--- config.mk ---
export PLATFORM = sky130hd
export DESIGN_NAME = exc_commit_unit
export DESIGN_NICKNAME = d
export VERILOG_FILES = /design/src/rtl/exc_pkg.sv /design/src/rtl/exc_oldest_sel.sv /design/src/rtl/exc_kill_mask.sv /design/src/rtl/exc_state_regs.sv /design/src/rtl/exc_commit_unit.sv
export SDC_FILE = /design/constraint.sdc
export NUM_CORES = 1
export LEC_CHECK = 0
export CAP_MARGIN = 20
export CELL_PAD_IN_SITES_DETAIL_PLACEMENT = 0
export CELL_PAD_IN_SITES_GLOBAL_PLACEMENT = 1
export CORE_MARGIN = 4
export CORE_UTILIZATION = 24
export CTS_BUF_LIST = sky130_fd_sc_hd__clkbuf_8
export CTS_CLUSTER_DIAMETER = 100
export DETAILED_ROUTE_END_ITERATION = 8
export GPL_ROUTABILITY_DRIVEN = 0
export PLACE_DENSITY_LB_ADDON = 0.1
export RECOVER_POWER = 100
export REMOVE_ABC_BUFFERS = 1
export SLEW_MARGIN = 0
export SYNTH_ARGS = -nofsm -noshare
export SYNTH_HDL_FRONTEND = slang
export SYNTH_SLANG_ARGS = --single-unit
--- constraint.sdc ---
create_clock -name clk -period 3.7 [get_ports clk]
set_input_delay 0.925 -clock clk [delete_from_list [all_inputs] [get_ports clk]]
set_output_delay 0.925 -clock clk [all_outputs]
set_load 0.02 [all_outputs]
--- src/rtl/exc_pkg.sv ---
package exc_pkg;
  localparam int unsigned CAUSE_W      = 5;
  localparam logic [CAUSE_W-1:0] CAUSE_PARITY = 5'd16;
endpackage

--- src/rtl/exc_oldest_sel.sv ---
// Picks the highest-indexed (oldest) stage with a pending valid exception.
module exc_oldest_sel #(
  parameter int unsigned NSTG = 5,
  localparam int unsigned SW  = (NSTG > 1) ? $clog2(NSTG) : 1
) (
  input  logic [NSTG-1:0] pend_i,
  output logic            hit_o,
  output logic [SW-1:0]   sel_o
);
  always_comb begin
    hit_o = 1'b0;
    sel_o = '0;
    for (int i = 0; i < NSTG; i++) begin
      if (pend_i[i]) begin
        hit_o = 1'b1;
        sel_o = SW'(i);
      end
    end
  end
endmodule

--- src/rtl/exc_kill_mask.sv ---
// Marks the accepted stage and all younger stages as killed.
module exc_kill_mask #(
  parameter int unsigned NSTG = 5,
  localparam int unsigned SW  = (NSTG > 1) ? $clog2(NSTG) : 1
) (
  input  logic            hit_i,
  input  logic [SW-1:0]   sel_i,
  input  logic            blind_i,
  output logic [NSTG-1:0] kill_o,
  output logic [NSTG-1:0] fault_o
);
  for (genvar g = 0; g < NSTG; g++) begin : g_mask
    assign fault_o[g] = hit_i && !blind_i && (sel_i == SW'(g));
    assign kill_o[g]  = blind_i || (hit_i && (SW'(g) <= sel_i));
  end
endmodule

--- src/rtl/exc_state_regs.sv ---
// Redirect strobe, flush and the exception state registers.
module exc_state_regs #(
  parameter int unsigned NSTG = 5,
  parameter int unsigned PCW  = 32,
  parameter int unsigned CW   = 5
) (
  input  logic            clk,
  input  logic            rst,
  input  logic            take_i,
  input  logic            cerr_we_i,
  input  logic [PCW-1:0]  pc_i,
  input  logic [CW-1:0]   cause_i,
  output logic            redirect_o,
  output logic [NSTG-2:0] flush_o,
  output logic [PCW-1:0]  epc_o,
  output logic [CW-1:0]   cause_o,
  output logic [PCW-1:0]  cerr_o
);
  always_ff @(posedge clk) begin
    if (rst) begin
      redirect_o <= 1'b0;
      flush_o    <= '0;
      epc_o      <= '0;
      cause_o    <= '0;
      cerr_o     <= '0;
    end else begin
      redirect_o <= take_i;
      flush_o    <= {(NSTG-1){take_i}};
      if (take_i) begin
        epc_o   <= pc_i;
        cause_o <= cause_i;
      end
      if (take_i && cerr_we_i) cerr_o <= pc_i;
    end
  end
endmodule

--- src/rtl/exc_commit_unit.sv ---
module exc_commit_unit #(
  parameter int unsigned NSTG = 5,
  parameter int unsigned PCW  = 32,
  parameter int unsigned CW   = exc_pkg::CAUSE_W,
  parameter logic [PCW-1:0] HANDLER_VEC = 32'h0000_0180,
  parameter logic [CW-1:0]  PARITY_CODE = exc_pkg::CAUSE_PARITY,
  localparam int unsigned SW = (NSTG > 1) ? $clog2(NSTG) : 1
) (
  input  logic                     clk,
  input  logic                     rst,
  input  logic [NSTG-1:0]          stg_valid_i,
  input  logic [NSTG-1:0]          stg_pend_i,
  input  logic [NSTG-1:0][CW-1:0]  stg_cause_i,
  input  logic [NSTG-1:0][PCW-1:0] stg_pc_i,
  input  logic [NSTG-1:0]          stg_ldhit_i,
  input  logic [NSTG-1:0]          stg_rf_we_i,
  input  logic [NSTG-1:0]          stg_mem_we_i,
  output logic [NSTG-1:0]          rf_we_o,
  output logic [NSTG-1:0]          mem_we_o,
  output logic                     redirect_o,
  output logic [PCW-1:0]           vector_o,
  output logic [NSTG-2:0]          flush_o,
  output logic [PCW-1:0]           epc_o,
  output logic [CW-1:0]            cause_o,
  output logic [PCW-1:0]           cerr_o
);
  logic [NSTG-1:0] pend_v, kill, fault;
  logic            hit, take, par_sel;
  logic [SW-1:0]   sel;

  assign pend_v = stg_valid_i & stg_pend_i;

  exc_oldest_sel #(.NSTG(NSTG)) u_sel (
    .pend_i (pend_v),
    .hit_o  (hit),
    .sel_o  (sel)
  );

  exc_kill_mask #(.NSTG(NSTG)) u_kill (
    .hit_i   (hit),
    .sel_i   (sel),
    .blind_i (redirect_o),
    .kill_o  (kill),
    .fault_o (fault)
  );

  assign take    = hit && !redirect_o;
  assign par_sel = (stg_cause_i[sel] == PARITY_CODE) && stg_ldhit_i[sel];

  for (genvar g = 0; g < NSTG; g++) begin : g_gate
    logic exempt;
    assign exempt      = fault[g] && par_sel;
    assign rf_we_o[g]  = stg_valid_i[g] && stg_rf_we_i[g] && (!kill[g] || exempt);
    assign mem_we_o[g] = stg_valid_i[g] && stg_mem_we_i[g] && !kill[g];
  end

  assign vector_o = HANDLER_VEC;

  exc_state_regs #(.NSTG(NSTG), .PCW(PCW), .CW(CW)) u_regs (
    .clk        (clk),
    .rst        (rst),
    .take_i     (take),
    .cerr_we_i  (par_sel),
    .pc_i       (stg_pc_i[sel]),
    .cause_i    (stg_cause_i[sel]),
    .redirect_o (redirect_o),
    .flush_o    (flush_o),
    .epc_o      (epc_o),
    .cause_o    (cause_o),
    .cerr_o     (cerr_o)
  );
endmodule

==> results summary <==
The number of enable-type register cells in the synthesized netlist is 0. The largest fanout of any net on the critical path came out at 3. CTS placed an instance of clkbuf_8 at the clock tree root. The clock net sink count is 70. The portion of the clock cycle consumed by the worst path in the final layout came out at approximately 99%. After floorplanning, the core was sized to cover about 18,000 µm². The number of antenna violations at the first check in global routing is 1. In the synthesized netlist the async set-or-reset flop fraction comes to 0%. The sum of net half-perimeters after detailed placement came out at 18.01 mm. After layout, the worst setup slack is 0.03174 ns. The portion of the post-synthesis area used by sequential elements came out at 31.09%. In this run the worst hold path is classified as reg2reg. The number of warning messages in the yosys log came out at 0.

For this run, the post-layout net count is roughly 1,100. The wire length the detailed router placed on met1 is ~9.2 mm. The worst-case clock skew is 0.007977 ns.

For this run, the leading register cell type out of synthesis is dfxtp_1. The count of boundary I/O pins is ~330. For the worst setup path, the data required time is 2.77 ns. In the layout the commonest cells are clkdlybuf4s50_1, nor2_1, dlygate4sd3_1. The average size of a mapped cell came out at 7.759 µm². The commonest non-fill, non-tap cell in the layout is clkdlybuf4s50_1. In the final layout, flip-flops and latches occupy approximately 1400 µm². The flow ran to the end, and the final reports show no timing, DRC or antenna violations. Clock latency on the worst-skew pair, taken at its later pin, is 0.35 ns. In this run, CTS created clock tree buffers numbering 9. At the pin with the least slew margin, the transition time is between 1 and 1.5 ns. For this block, the initial DRC count from the detailed router was roughly 230. The buffer levels on the longest clock path came out at 2.

The number of hold-slack violations in the final timing report came to 0. TritonCTS built the clock tree. The count of fill cells added during filler insertion is 1,808.

The worst setup path is of the in2out kind. The via count normalized by instance count came out at 4.970. The highest routing layer actually used is met4. At the worst endpoint, the arrival time is roughly 2.7 ns. The overflow left after global routing is 0. The first global-routing pass estimated between 30 and 40 mm of wire.

Detailed routing inserted a total of 5,631 vias. Synthesis inferred 70 register bits. The die area is 21,040 µm².

The number of hold buffers added after cts is 0. The worst-case hold slack is 0.4426 ns. The number of pins with negative max-slew slack in the final report is 0.

The largest voltage drop on the vdd net came out at 0.0001392 V. The area of the multi-input gates came out at 2691 µm². In this run the number of H-tree levels came out at 3. The horizontal die dimension is 145.1 µm. Including well taps, the total number of placed cells is 1,099. The die extent in y is 145.1 µm. The setup violation total in the final timing report is 0.

The first-pass iteration count of the detailed router is 4. Before CTS, the worst setup slack after placement is -0.9187 ns. In the routed design, unresolved DRC markers number 0. The launching element type of the critical path is an input port.

After detailed routing, the average wire length per cell comes to 20.28 µm. The overall routed net length is 22.97 mm. STA classifies the critical path endpoint as an output pin. The static power due to leakage came out at 3.413 nW. The power consumption is ~2.6 mW. The minimum clock period came out at 3.668 ns. The pin count of the biggest net entering global routing came out at 58.

The placed instances occupy a cell area of 7790 µm². The number of distinct library cells after synthesis is 46. For this configuration, the core starts out at a cell density of 24.76%.

For this design the ratio of total power to cell area is 315.5 nW/µm². In this run the tightest slew margin relative to its limit is 29.06%. Global routing used approximately a fifth of the available tracks. The met3 routed wirelength came out at 1.925 mm. The via count of the first global-routing pass came out at roughly 6,100. The proportion of layout cells with a drive suffix above 1 is between 10% and 20%. The final non-filler cell total came out at 1,133. The cell area that synthesis handed to floorplanning was 4508 µm².

Setup repair after global routing could not meet its margin everywhere. The fmax came out at 272.6 MHz. Wire segments on met2 add up to 11.33 mm in the final route. The placement row count came out at 49.

The clock-pin slew reported for the worst setup and hold paths after clock tree synthesis came out at 0.07 ns. The final standard cell area without fillers is 8222 µm². The number of max-capacitance violations reported is 0. Relative to the synthesized area, the layout overhead comes to 82.38%. The count of antenna-violating nets left after detailed routing is 0. The number of input and output port buffers inserted is a little under 300.

The post-synthesis instance total came out at 581.
[worst paths after layout]
| kind | start | end | slack, ns | cells after the start |
|---|---|---|---|---|
| worst max-delay path | stg_cause_i[8] | rf_we_o[2] | 0.03 | 9 |
| worst min-delay path | u_regs.cerr_o[23] | u_regs.cerr_o[23] | 0.44 | 2 |
| worst max register to register | u_regs.redirect_o | u_regs.cerr_o[12] | 1.49 | 5 |
| worst min register to register | u_regs.cerr_o[23] | u_regs.cerr_o[23] | 0.44 | 2 |
[critical path, stage by stage]
cell             delay (ns)
clkdlybuf4s50_1        0.39
and3_1                 0.15
a211oi_2               0.24
o21ai_2                0.11
o31ai_4                0.32
buf_6                  0.16
nand3_4                0.12
a21oi_2                0.16
buf_4                  0.15
[registers in the layout (all words and copies together), names as in the netlist]
name               count
u_regs.cerr_o         32
u_regs.epc_o          32
u_regs.cause_o         5
u_regs.redirect_o      1
[cell families after synthesis]
family | after synthesis | share of synthesized area, %
other | 2 | 0.1666
AOI/OAI and AO/OA | 184 | 32.39
muxes | 14 | 3.275
and+or+nand+nor | 189 | 18.87
DFF | 70 | 31.09
buffers and inverters | 122 | 14.21
[per-stage QoR]
stage	TNS, ns	util, %
after floorplan	-83.77	-
after global placement	-6.070	42.78
after detailed placement	-7.234	42.78
after CTS	0	45.17
after global routing	-0.005745	45.15
final	0	45.15
[cell usage after synthesis (all sizes together), types with 10 or more instances]
cell type	number	area [µm²]
a21oi	43	215.2
a221oi	30	325.3
a41o	20	200.2
and2	14	87.59
buf	62	415.4
clkbuf	27	101.4
dfxtp	70	1401
inv	33	123.9
nand2	40	152.6
nor2	77	289.0
nor3	33	165.2
o21ai	18	93.84
o22ai	10	62.56
o311a	12	120.1
o32ai	12	105.1
[area by class of cell]
cell class                      count  share of cell area (%)
Antenna cell                        1                 0.03044
Clock buffer                        9                   1.507
Clock inverter                      7                   1.370
Inverter                           33                   1.507
Multi-Input combinational cell    419                   32.73
Sequential cell                    70                   17.04
Tap cell                          229                   3.485
Timing Repair Buffer              365                   42.32
[repair_timing]
item | 4_1_cts | 5_1_grt
resized for setup | 68 | 15
setup endpoints to repair | 9 | 7
buffers inserted | 13 | 4
pin swaps | 16 | 9
[where the power goes]
group / leakage [nW] / internal (mW) / switching [mW] / total [mW]
registers: 0.574 / 0.810 / 0.0292 / 0.839
clock network: 0.125 / 0.446 / 0.311 / 0.757
logic: 2.71 / 0.492 / 0.506 / 0.998
[per-layer routing]
layer  GRT usage [%]  up-vias
met1           24.31     2622
met5               0        -
met3           6.143       29
met2           37.18      255
met4           7.360        0
li1                -     2725
(Power assumes the default switching activity.)
